===== src/rtl/shift_unit_pkg.sv =====
package shift_unit_pkg;
  typedef enum logic [2:0] {
    OP_SLL  = 3'd0,
    OP_SRL  = 3'd1,
    OP_SRA  = 3'd2,
    OP_CLZ  = 3'd3,
    OP_BEQ  = 3'd4,
    OP_SXB  = 3'd5,
    OP_SXH  = 3'd6,
    OP_NONE = 3'd7
  } su_op_e;
endpackage


===== src/rtl/shift_core.sv =====
module shift_core
  import shift_unit_pkg::*;
#(
  parameter int DATA_W = 32,
  parameter int AMT_W  = $clog2(DATA_W)
) (
  input  logic [DATA_W-1:0] src_i,
  input  logic [AMT_W:0]    amt_i,
  input  su_op_e            op_i,
  output logic [DATA_W-1:0] res_o,
  output logic              carry_o
);
  logic             big;
  logic [AMT_W-1:0] sh;
  logic             neg;
  logic [DATA_W-1:0] sll_v, srl_v, sra_v, lost_mask;

  assign big = amt_i[AMT_W];
  assign sh  = amt_i[AMT_W-1:0];
  assign neg = src_i[DATA_W-1];

  assign sll_v = big ? '0 : (src_i << sh);
  assign srl_v = big ? '0 : (src_i >> sh);
  assign sra_v = big ? {DATA_W{neg}} : DATA_W'($signed(src_i) >>> sh);

  // saturated amount: only the magnitude bits count toward carry
  assign lost_mask = big ? {1'b0, {(DATA_W-1){1'b1}}}
                         : ((DATA_W'(1) << sh) - DATA_W'(1));
  assign carry_o = neg & (|(src_i & lost_mask));

  always_comb begin
    unique case (op_i)
      OP_SLL:  res_o = sll_v;
      OP_SRL:  res_o = srl_v;
      default: res_o = sra_v;
    endcase
  end
endmodule


===== src/rtl/clz_unit.sv =====
module clz_unit #(
  parameter int DATA_W = 32,
  parameter int CNT_W  = $clog2(DATA_W) + 1
) (
  input  logic [DATA_W-1:0] src_i,
  output logic [CNT_W-1:0]  cnt_o
);
  always_comb begin
    cnt_o = CNT_W'(DATA_W);
    for (int i = 0; i < DATA_W; i++) begin
      if (src_i[i]) cnt_o = CNT_W'(DATA_W - 1 - i);
    end
  end
endmodule


===== src/rtl/byte_unit.sv =====
module byte_unit #(
  parameter int DATA_W = 32,
  parameter int NBYTES = DATA_W / 8
) (
  input  logic [DATA_W-1:0] a_i,
  input  logic [DATA_W-1:0] b_i,
  output logic [DATA_W-1:0] beq_o,
  output logic [DATA_W-1:0] sxb_o,
  output logic [DATA_W-1:0] sxh_o
);
  for (genvar g = 0; g < NBYTES; g++) begin : g_byte
    assign beq_o[8*g +: 8] = {8{a_i[8*g +: 8] == b_i[8*g +: 8]}};
  end

  assign sxb_o = {{(DATA_W-8){a_i[7]}}, a_i[7:0]};
  assign sxh_o = {{(DATA_W-16){a_i[15]}}, a_i[15:0]};
endmodule


===== src/rtl/shift_unit.sv =====
module shift_unit
  import shift_unit_pkg::*;
#(
  parameter int DATA_W = 32,
  localparam int AMT_W = $clog2(DATA_W),
  localparam int CNT_W = AMT_W + 1
) (
  input  logic              clk_i,
  input  logic              rst_ni,
  input  logic              valid_i,
  input  logic [2:0]        op_i,
  input  logic [DATA_W-1:0] src_a_i,
  input  logic [DATA_W-1:0] src_b_i,
  input  logic [AMT_W-1:0]  imm_i,
  input  logic              use_imm_i,
  output logic [DATA_W-1:0] result_o,
  output logic              carry_o
);
  su_op_e            op;
  logic [AMT_W:0]    amt;
  logic [DATA_W-1:0] sh_res, beq_res, sxb_res, sxh_res;
  logic [CNT_W-1:0]  clz_cnt;
  logic              sh_carry;
  logic              carry_q;

  assign op  = su_op_e'(op_i);
  assign amt = use_imm_i ? {1'b0, imm_i} : src_b_i[AMT_W:0];

  shift_core #(.DATA_W(DATA_W), .AMT_W(AMT_W)) u_shift (
    .src_i   (src_a_i),
    .amt_i   (amt),
    .op_i    (op),
    .res_o   (sh_res),
    .carry_o (sh_carry)
  );

  clz_unit #(.DATA_W(DATA_W), .CNT_W(CNT_W)) u_clz (
    .src_i (src_a_i),
    .cnt_o (clz_cnt)
  );

  byte_unit #(.DATA_W(DATA_W)) u_byte (
    .a_i   (src_a_i),
    .b_i   (src_b_i),
    .beq_o (beq_res),
    .sxb_o (sxb_res),
    .sxh_o (sxh_res)
  );

  always_comb begin
    unique case (op)
      OP_SLL, OP_SRL, OP_SRA: result_o = sh_res;
      OP_CLZ:  result_o = DATA_W'(clz_cnt);
      OP_BEQ:  result_o = beq_res;
      OP_SXB:  result_o = sxb_res;
      OP_SXH:  result_o = sxh_res;
      default: result_o = '0;
    endcase
  end

  always_ff @(posedge clk_i or negedge rst_ni) begin
    if (!rst_ni)                       carry_q <= 1'b0;
    else if (valid_i && op == OP_SRA)  carry_q <= sh_carry;
  end

  assign carry_o = carry_q;
endmodule


===== config.mk =====
export PLATFORM = sky130hd
export DESIGN_NAME = shift_unit
export DESIGN_NICKNAME = d
export VERILOG_FILES = /design/src/rtl/shift_unit_pkg.sv /design/src/rtl/shift_core.sv /design/src/rtl/clz_unit.sv /design/src/rtl/byte_unit.sv /design/src/rtl/shift_unit.sv
export SDC_FILE = /design/constraint.sdc
export NUM_CORES = 1
export LEC_CHECK = 0
export ABC_AREA = 1
export BUFFER_PORTS_ARGS = -buffer_cell sky130_fd_sc_hd__buf_2
export CORE_ASPECT_RATIO = 1.25
export CORE_MARGIN = 5
export CORE_UTILIZATION = 51
export DETAILED_ROUTE_END_ITERATION = 8
export PLACE_DENSITY = 0.74
export SETUP_SLACK_MARGIN = 0.02
export SKIP_CTS_REPAIR_TIMING = 1
export SYNTH_ARGS = -nofsm -noshare
export SYNTH_HDL_FRONTEND = slang
export SYNTH_SLANG_ARGS = --single-unit

===== constraint.sdc =====
create_clock -name clk_i -period 3.5 [get_ports clk_i]
set_input_delay 0.525 -clock clk_i [delete_from_list [all_inputs] [get_ports clk_i]]
set_output_delay 0.525 -clock clk_i [all_outputs]
set_load 0.03 [all_outputs]

# Word-level counts from Yosys, hierarchy flattened
# Index checks and enable logic that the tools add are counted.
word_totals:
  ff_bits: 1
classes:
  addsub: 1
  n_eq_ne: 10
  n_shift: 4
  muxes: 39
  n_bitwise: 2
  n_reduce_logical: 4
op_table:
  columns: ["operator", "count"]
  rows:
  - ["two-way mux 6 bit", 33]
  - ["case mux 32 bit (5 select lines)", 1]
  - ["two-way mux 32 bit", 4]
  - ["case mux 32 bit (2 select lines)", 1]
  - ["bitwise AND 32 bit", 1]
  - ["equality test 8 bit", 4]
  - ["OR reduction 32 bit", 1]
  - ["<< shifter 1 x 5 -> 32 bit, first input constant", 1]
  - ["<< shifter 32 x 5 -> 32 bit", 1]
  - ["right shift 32 x 5 -> 32 bit", 1]
  - [">>> shifter 32 x 5 -> 32 bit", 1]
  - ["subtractor 32 x 1 -> 32 bit, second input constant", 1]
  - ["equality test 3 bit, second input constant", 3]
  - ["equality test 3 x 2 -> 1 bit, second input constant", 2]
  - ["equality test 3 x 1 -> 1 bit, second input constant", 1]
  - ["zero test 3 bit", 1]
  - ["OR reduction 3 bit", 1]
  - ["bitwise AND 1 bit", 1]
  - ["logical AND 1 bit", 1]

# Logic depth before layout (Yosys ltp)
# Gate-level depths: netlist (run 1).
depth:
  depth_word: 33
  ltp_mapped: 33
  mapped_depth_nobuf: 33

# Cells and area by module
# A second synthesis (run 1) with hierarchy kept.
hier_totals:
  hier_cells: 1657
  hier_area_um2: 7938.9
modules_own_cells:
  columns: ["module", "n_inst", "cells_per_inst", "area_per_inst_um2", "seq_area_each_um2"]
  rows:
  - ["shift_core", 1, 1031, 4863.4, 0.0]
  - ["byte_unit", 1, 268, 1351.3, 0.0]
  - ["shift_unit", 1, 248, 1275.0, 25.0]
  - ["clz_unit", 1, 110, 449.2, 0.0]

# Least setup slack after synthesis (run 1)
# OpenSTA, ideal clock, no wires.
synth_path:
  path_kind: "input port to output port"
  startpoint: "input use_imm_i"
  endpoint: "output result_o[25]"
  arrival_ps: 2954
  setup_slack_ps: 21
  cell_stages: 18
  cell_sequence: "buf_6 -> o21ai_4 -> inv_2 -> buf_2 -> buf_4 -> nand2_1 -> o21ai_0 -> inv_1 -> nand2_1 -> o21ai_0 -> inv_1 -> nand2_1 -> o21ai_0 -> o21ai_0 -> nand2_1 -> o21ai_0 -> a311oi_1 -> o31ai_1"
synth_via:
  elab_chain_len: 5
synth_rtl:
  columns: ["element", "line_no", "rtl"]
  rows:
  - ["start, declared", "shift_unit.sv:15", "input logic use_imm_i,"]
  - ["two-way mux 6 bit *", "shift_unit.sv:27", "assign amt = use_imm_i ? {1'b0, imm_i} : src_b_i[AMT_W:0];"]
  - [">>> shifter 32 x 5 -> 32 bit (tied with other cells)", "shift_core.sv:24", "assign sra_v = big ? {DATA_W{neg}} : DATA_W'($signed(src_i) >>> sh);"]
  - ["two-way mux 32 bit (on tied branches)", "shift_core.sv:24, shift_core.sv:22, shift_core.sv:23", null]
  - ["case mux 32 bit (2 select lines) *", "shift_core.sv:32", "unique case (op_i)"]
  - ["case mux 32 bit (5 select lines) *", "shift_unit.sv:51", "unique case (op)"]
  - ["end, declared", "shift_unit.sv:16", "output logic [DATA_W-1:0] result_o,"]
# Mark *: on every way between the ends. The rest lies on a longest branch, timed or not.

# Final worst setup path (run 1)
layout_path:
  startpoint: "input src_b_i[0]"
  endpoint: "output result_o[29]"
layout_via:
  elab_chain_len: 5
layout_rtl:
  columns: ["element", "line_no", "rtl"]
  rows:
  - ["start, declared", "shift_unit.sv:13", "input logic [DATA_W-1:0] src_b_i,"]
  - ["two-way mux 6 bit *", "shift_unit.sv:27", null]
  - [">>> shifter 32 x 5 -> 32 bit (tied with other cells)", "shift_core.sv:24", null]
  - ["two-way mux 32 bit (on tied branches)", "shift_core.sv:24, shift_core.sv:22, shift_core.sv:23", null]
  - ["case mux 32 bit (2 select lines) *", "shift_core.sv:32", null]
  - ["case mux 32 bit (5 select lines) *", "shift_unit.sv:51", null]
# Marks and branches as above.

==> reports/metrics.csv, run 1 <==
metric,value,unit
ANT nets after route,0,
DRC,0,
area growth from synthesis to layout,40.8,%
sw frac,0.614,
number of DRC markers in iteration 0,1570,
total track usage,0.443,
Core Rows,44,
Crit Path Class,in -> out,
worst clock skew,0,ns
combinational fraction of design power,0.992,
"top cells by area, synth","nand2_1, o21ai_0, inv_1",
die area,13900,sq um
worst path buffer plus inverter count,8,
core box area,11500,sq um
fin crit period,3.57,ns
Hold WC Path Type,in -> async,
first-pass GRT wire length,48400,um
fmax,280,MHz
Worst setup EP type,output pin,
failing checks,negative setup slack,
Seq cells post-synth,1,
worst slew pin tran,0.681,ns
Slew HR,0.540,
max-cap viol count,0,
DP Worst Slack,-0.183,ns
Routability Congestion,1.10,
"Reg clk slew, reported paths",0,ns
Clock Power Share,0,
drt pass-1 iters,6,
crit-path max FO,27,
Slew Limit Fails,0,
share of layout cells above drive strength 1,0.277,
Inserted Diodes,0,
"most common cell after layout, fill and taps aside",nand2_1,
syn avg cell area,4.83,sq um
worst skew pair latency,0,ns
"Cell Chain, Critical Path",buf_2 > inv_1 > o21ai_4 > inv_4 > buf_12 > nand2_1 > o21ai_0 > nor2_1 > inv_1 > nand2_1 > o21ai_0 > mux2i_1 > buf_4 > o22ai_1 > o221ai_1 > buf_4 > nand3_2 > nand2_1 > buf_6,
Worst setup SP type,input port,
Netlist cell types,56,
sw power,1140,uW
nets@finish,1546,
LEAKAGE,0.00425,uW
final setup margin,-0.0712,ns
Worst path max stage delay,0.26,ns
Peak supply drop,0.000155,V
largest net degree at the start of global routing,53,
initial cell density of the core,0.515,
Final Cell Area,8350,sq um
vias in the first global route,9176,
"Hold Vio Cnt, Final",0,
grt ovf,0,
DP Wirelength,26200,um
status,"finished, violations left",
"Slowest-stage cell, CP",nor2_1,
I/O pin count,109,
"Top cell by count, worst path",nand2_1,
detailed-route via count,10300,
Cells after Synth,1227,
fin crit share,1.02,
Worst EP required,2.97,ns
I/O Buffers,108,
final setup vio count,3,
wire length per cell,20.7,um
CP arrival,3.05,ns
Syn Nets,1304,
sequential share of the synthesized area,0.00422,
most frequent cells in the layout,"nand2_1, buf_4, o21ai_0",
Die Width,106,um
vias per cell,6.44,
initial antenna violation count,0,
top-area cell type share of the netlist area,0.227,
WL final,33200,um
Synth area leader,nand2_1,
Seq pwr share,0.008,
"delay-heaviest family, CP",buffers and inverters,
synth warn,0,
Netlist Area Pre-Place,5930,sq um
Die Span Y,131,um
unrepaired setup endpoints after global routing,yes,
DP Area,7910,sq um
max reg flops,1,
internal power,715,uW
PD cells,222,nW/um^2
[cell families (layout without fill, tap and decap cells)]
logic type	count (synthesis)	in the layout	share of synthesized area
AND/OR/NAND/NOR	603	603	0.431
flip-flops	1	1	0.00422
multiplexers	19	19	0.0321
buffers and inverters	208	448	0.136
AO/OA/AOI/OAI	379	379	0.371
XOR/XNOR	16	16	0.0236
adder cells (fa/ha/maj)	1	1	0.00211
[Yosys cell counts (all sizes together)]
cell type and instances:
a32o 1, o211ai 25, a311oi 1, and2 1
o2111ai 14, mux2i 19, a2111oi 3, o311ai 8
nor4 6, nand4 16, dfrtp 1, o31ai 8
a22oi 3, and3 1, or2 6, nor3b 1
clkbuf 38, a211oi 1, a21boi 1, or4 1
buf 32, nand2 363, a31oi 9, o21a 2
a21oi 58, nand3b 2, nand3 81, o221ai 4
a22o 1, nor3 16, a32oi 1, o21ai 225
inv 138, a221oi 4, xnor2 2, nor2 109
xor2 14, ha 1, o22ai 10
[stage by stage]
step | hold WS [ns] | total power [uW] | util | TNS (ns) | cells
global route | 0.306 | 1960 | 0.726 | -1.86 | 1605
floorplan | 0.229 | 928 | - | 0 | 1227
finish | 0.305 | 1850 | 0.726 | -0.170 | 1605
CTS | 0.305 | 1650 | 0.687 | -1.38 | 1593
detailed placement | 0.305 | 1650 | 0.687 | -1.21 | 1593
global placement | 0.299 | 1630 | 0.687 | -0.711 | 1593
[path summary, 6_finish.rpt]
check / start / slack, ns / end / cells after the start
worst max-delay path: src_b_i[0] / -0.07 / result_o[29] / 19
worst min-delay path: rst_ni / 0.31 / carry_o / 1
worst max register to register: carry_o / 2.87 / carry_o / 2
worst min register to register: carry_o / 0.51 / carry_o / 2
max in group asynchronous: rst_ni / 3.11 / carry_o / 1
min in group clk_i: carry_o / 0.51 / carry_o / 2
[power by group through the flow]
stage                     clock [uW]  combinational, uW  sequential [uW]
final                              0               1840             15.6
after global routing               0               1950             15.5
after CTS                          0               1640             15.2
after detailed placement           0               1630             15.2
after global placement             0               1620             14.8
after floorplan                    0                908             19.4
[final cells by class]
type                    instances  area [sq um]
multi-input cells            1018          5330
fillers                      1076          3150
repair buffers                310          2300
inverters                     138           528
well taps                     138           173
flip-flops and latches          1          25.0
[metal layers]
metal	part of all wire	vias to the layer above	GRT usage
met5	0	-	0
li1	-	4668	-
met3	0.12	268	0.0541
met2	0.44	896	0.755
met4	0.10	0	0.322
met1	0.34	4500	0.515
Power figures use the tool's default switching activity.
==> inputs of run 2 (changes only) <==
--- a/config.mk
+++ b/config.mk
@@ -5,7 +5,7 @@
 export SDC_FILE = /design/constraint.sdc
 export NUM_CORES = 1
 export LEC_CHECK = 0
-export ABC_AREA = 1
+export ABC_AREA = 0
 export BUFFER_PORTS_ARGS = -buffer_cell sky130_fd_sc_hd__buf_2
 export CORE_ASPECT_RATIO = 1.25
 export CORE_MARGIN = 5
==> run 2 against run 1 <==
  * The run ends with design-rule violations, negative setup slack left
  * Setup slack better by 0.032 ns
  * Via count grew 2.9%
  * Sequential share of layout area hardly changed
  * Combinational power up 8%
  * Final cell count is 12% lower
==> reports/metrics.csv, run 2 <==
metric,value,unit,change
max reg flops,1,,unchanged
DRC,9,,+9
Post-synth ARST share,1.00,,unchanged
sw frac,0.603,,-0.0109
final setup vio count,6,,+3
wire length per cell,29.0,um,+40%
Slew HR,0.392,,-0.149
worst clock skew,0,ns,unchanged
core box area,12200,sq um,+6.2%
"Top FF cell, synth",dfrtp_1,,
drt pass-1 iters,9,,+3
vias in the first global route,9658,,+5.3%
status,"finished, violations left",,
syn avg cell area,6.33,sq um,+31%
most frequent cells in the layout,"buf_4, nand2_1, buf_2",,
first-pass GRT wire length,59300,um,+22%
failing checks,"design-rule violations, negative setup slack",,
grt ovf,0,,unchanged
Cells after Synth,1005,,-18%
sw power,1200,uW,+6.0%
fmax,283,MHz,+0.90%
max-cap viol count,0,,unchanged
Tot Pwr,2000,uW,+7.9%
ANT nets after route,0,,unchanged
Peak supply drop,0.000192,V,+24%
Worst setup EP type,output pin,,
detailed-route via count,10600,,+2.9%
largest net degree at the start of global routing,38,,-28%
Filler Cell Count,1086,,+0.93%
area growth from synthesis to layout,38.9,%,
"Hold Vio Cnt, Final",0,,unchanged
Die Span Y,135,um,+3.3%
DP Wirelength,29500,um,+13%
Seq cells post-synth,1,,unchanged
I/O Buffers,108,,unchanged
Crit Path Class,in -> out,,
Netlist Area Pre-Place,6370,sq um,+7.3%
Slew Limit Fails,0,,unchanged
Fin Setup TNS,-0.126,ns,+0.0442 ns
Syn Nets,1082,,-17%
WL final,40900,um,+23%
Netlist cell types,70,,+25%
fin crit share,1.01,,-0.00915
Synth top cells by count,"nand2_1, nor2_1, a21oi_1, clkbuf_1, o21ai_0",,
Worst setup SP type,input port,,
worst skew pair latency,0,ns,unchanged
vias per cell,7.54,,+17%
unrepaired setup endpoints after global routing,yes,,
"Cell Chain, Critical Path",buf_12 > mux2i_4 > buf_4 > mux2_2 > a22o_1 > a221oi_2 > buf_4 > o22ai_1 > a311oi_2 > o22ai_1 > a31o_2 > buf_2,,
number of DRC markers in iteration 0,2271,,+45%
Worst EP required,2.97,ns,about the same
Clock Power Share,0,,unchanged
Routability Congestion,1.17,,+6.1%
"most common cell after layout, fill and taps aside",buf_4,,
LEAKAGE,0.00375,uW,-12%
initial antenna violation count,4,,+4
top-area cell type share of the netlist area,0.0912,,-0.136
total track usage,0.531,,+0.0876
"Reg clk slew, reported paths",0,ns,unchanged
Core Rows,45,,+2.3%
Die Width,110,um,+3.3%
internal power,793,uW,+11%
nets@finish,1324,,-14%
"Slowest-stage cell, CP",mux2i_4,,
"count leader, synth",nand2_1,,
"top cells by area, synth","mux2i_1, nand2_1, mux4_2",,
die area,14800,sq um,+6.7%
I/O pin count,109,,unchanged
combinational fraction of design power,0.992,,about the same
Synth area leader,mux2i_1,,
Hold WC Path Type,in -> async,,
final setup margin,-0.0392,ns,+0.0320 ns
Post-synth EDFFs,0,,unchanged
DP Worst Slack,-0.287,ns,-0.104 ns
initial cell density of the core,0.521,,+0.00560
sequential share of the synthesized area,0.00393,,-0.000289
synth warn,0,,unchanged
Worst path max stage delay,0.35,ns,+0.09 ns
fin crit period,3.54,ns,-0.0320 ns
worst slew pin tran,0.912,ns,+0.231 ns
crit-path max FO,8,,-70%
WHS,0.301,ns,-0.00391 ns
CP arrival,3.01,ns,-0.04 ns
share of layout cells above drive strength 1,0.362,,+0.0848
Seq pwr share,0.008,,about the same
PD cells,226,nW/um^2,+1.9%
==> run 2: cell types whose count changed in the layout (fill, tap and decap cells not counted), moves of 18 or more <==
cell and change:
a21oi_1 +20, a31oi_1 +21, buf_4 +33, inv_1 -112
mux2i_1 +39, mux4_2 +23, nand2_1 -211, nand3_1 -34
o21ai_0 -92, o21ai_1 -49, o21ai_2 -18, o22ai_1 +19
xnor2_1 +24
==> run 2: layout make-up <==
type | count | area [sq um] | area share
multi-input cells | 886 | 6100 | 0.690
repair buffers | 349 | 2480 | 0.280
well taps | 164 | 205 | 0.0232
inverters | 9 | 33.8 | 0.00382
flip-flops and latches | 1 | 25.0 | 0.00283
diodes | 1 | 2.50 | 0.000283
==> run 2: cells by family (layout without fill, tap and decap cells) <==
| kind of cell | after synthesis | count (layout) | synth area share |
|---|---|---|---|
| AOI/OAI and AO/OA | 363 | 363 | 0.376 |
| xor gates and xnor gates | 36 | 36 | 0.0495 |
| adders and majority gates | 1 | 1 | 0.00197 |
| buffers and inverters | 118 | 358 | 0.0798 |
| DFF | 1 | 1 | 0.00393 |
| muxes | 104 | 104 | 0.216 |
| other | 0 | 1 | 0 |
| and+or+nand+nor | 382 | 382 | 0.273 |
==> run 2: worst paths after layout <==
check                           startpoint            to  slack (ns)  depth (start not counted)
worst max-delay path             use_imm_i  result_o[16]       -0.04                         12
worst min-delay path                rst_ni       carry_o        0.30                          1
worst max register to register     carry_o       carry_o        2.81                          2
worst min register to register     carry_o       carry_o        0.57                          2
max in group asynchronous           rst_ni       carry_o        3.11                          1
min in group clk_i                 carry_o       carry_o        0.57                          2
==> run 2: per-layer routing <==
layer,wire length [um],up-vias,part of all wire,GRT usage
met4,4570,6,0.11,0.376
met5,40,-,0.00098,0
met3,7450,398,0.18,0.254
li1,-,4345,-,-
met2,16000,1214,0.39,0.740
met1,12800,4670,0.31,0.628
==> run 2: worst max-delay path, delay by kind of cell <==
family	cells	cell delay [ns]
mux	2	0.70
buf+inv	4	0.63
compound gates	6	1.14
==> run 2: power groups by stage <==
stage	Combinational [uW]	Sequential (uW)	Clock, uW
after global placement	1740	15.5	0
after detailed placement	1740	15.6	0
final	1980	15.8	0.0000171
after floorplan	970	20.8	0
after CTS	1750	15.7	0
after global routing	2040	15.9	0.0000240
==> run 2: metrics by stage <==
step | util | instance area [sq um] | instances
finish | 0.724 | 8840 | 1410
global route | 0.724 | 8840 | 1410
CTS | 0.691 | 8440 | 1396
detailed placement | 0.691 | 8440 | 1396
global placement | 0.691 | 8440 | 1396
floorplan | - | 6400 | 1005
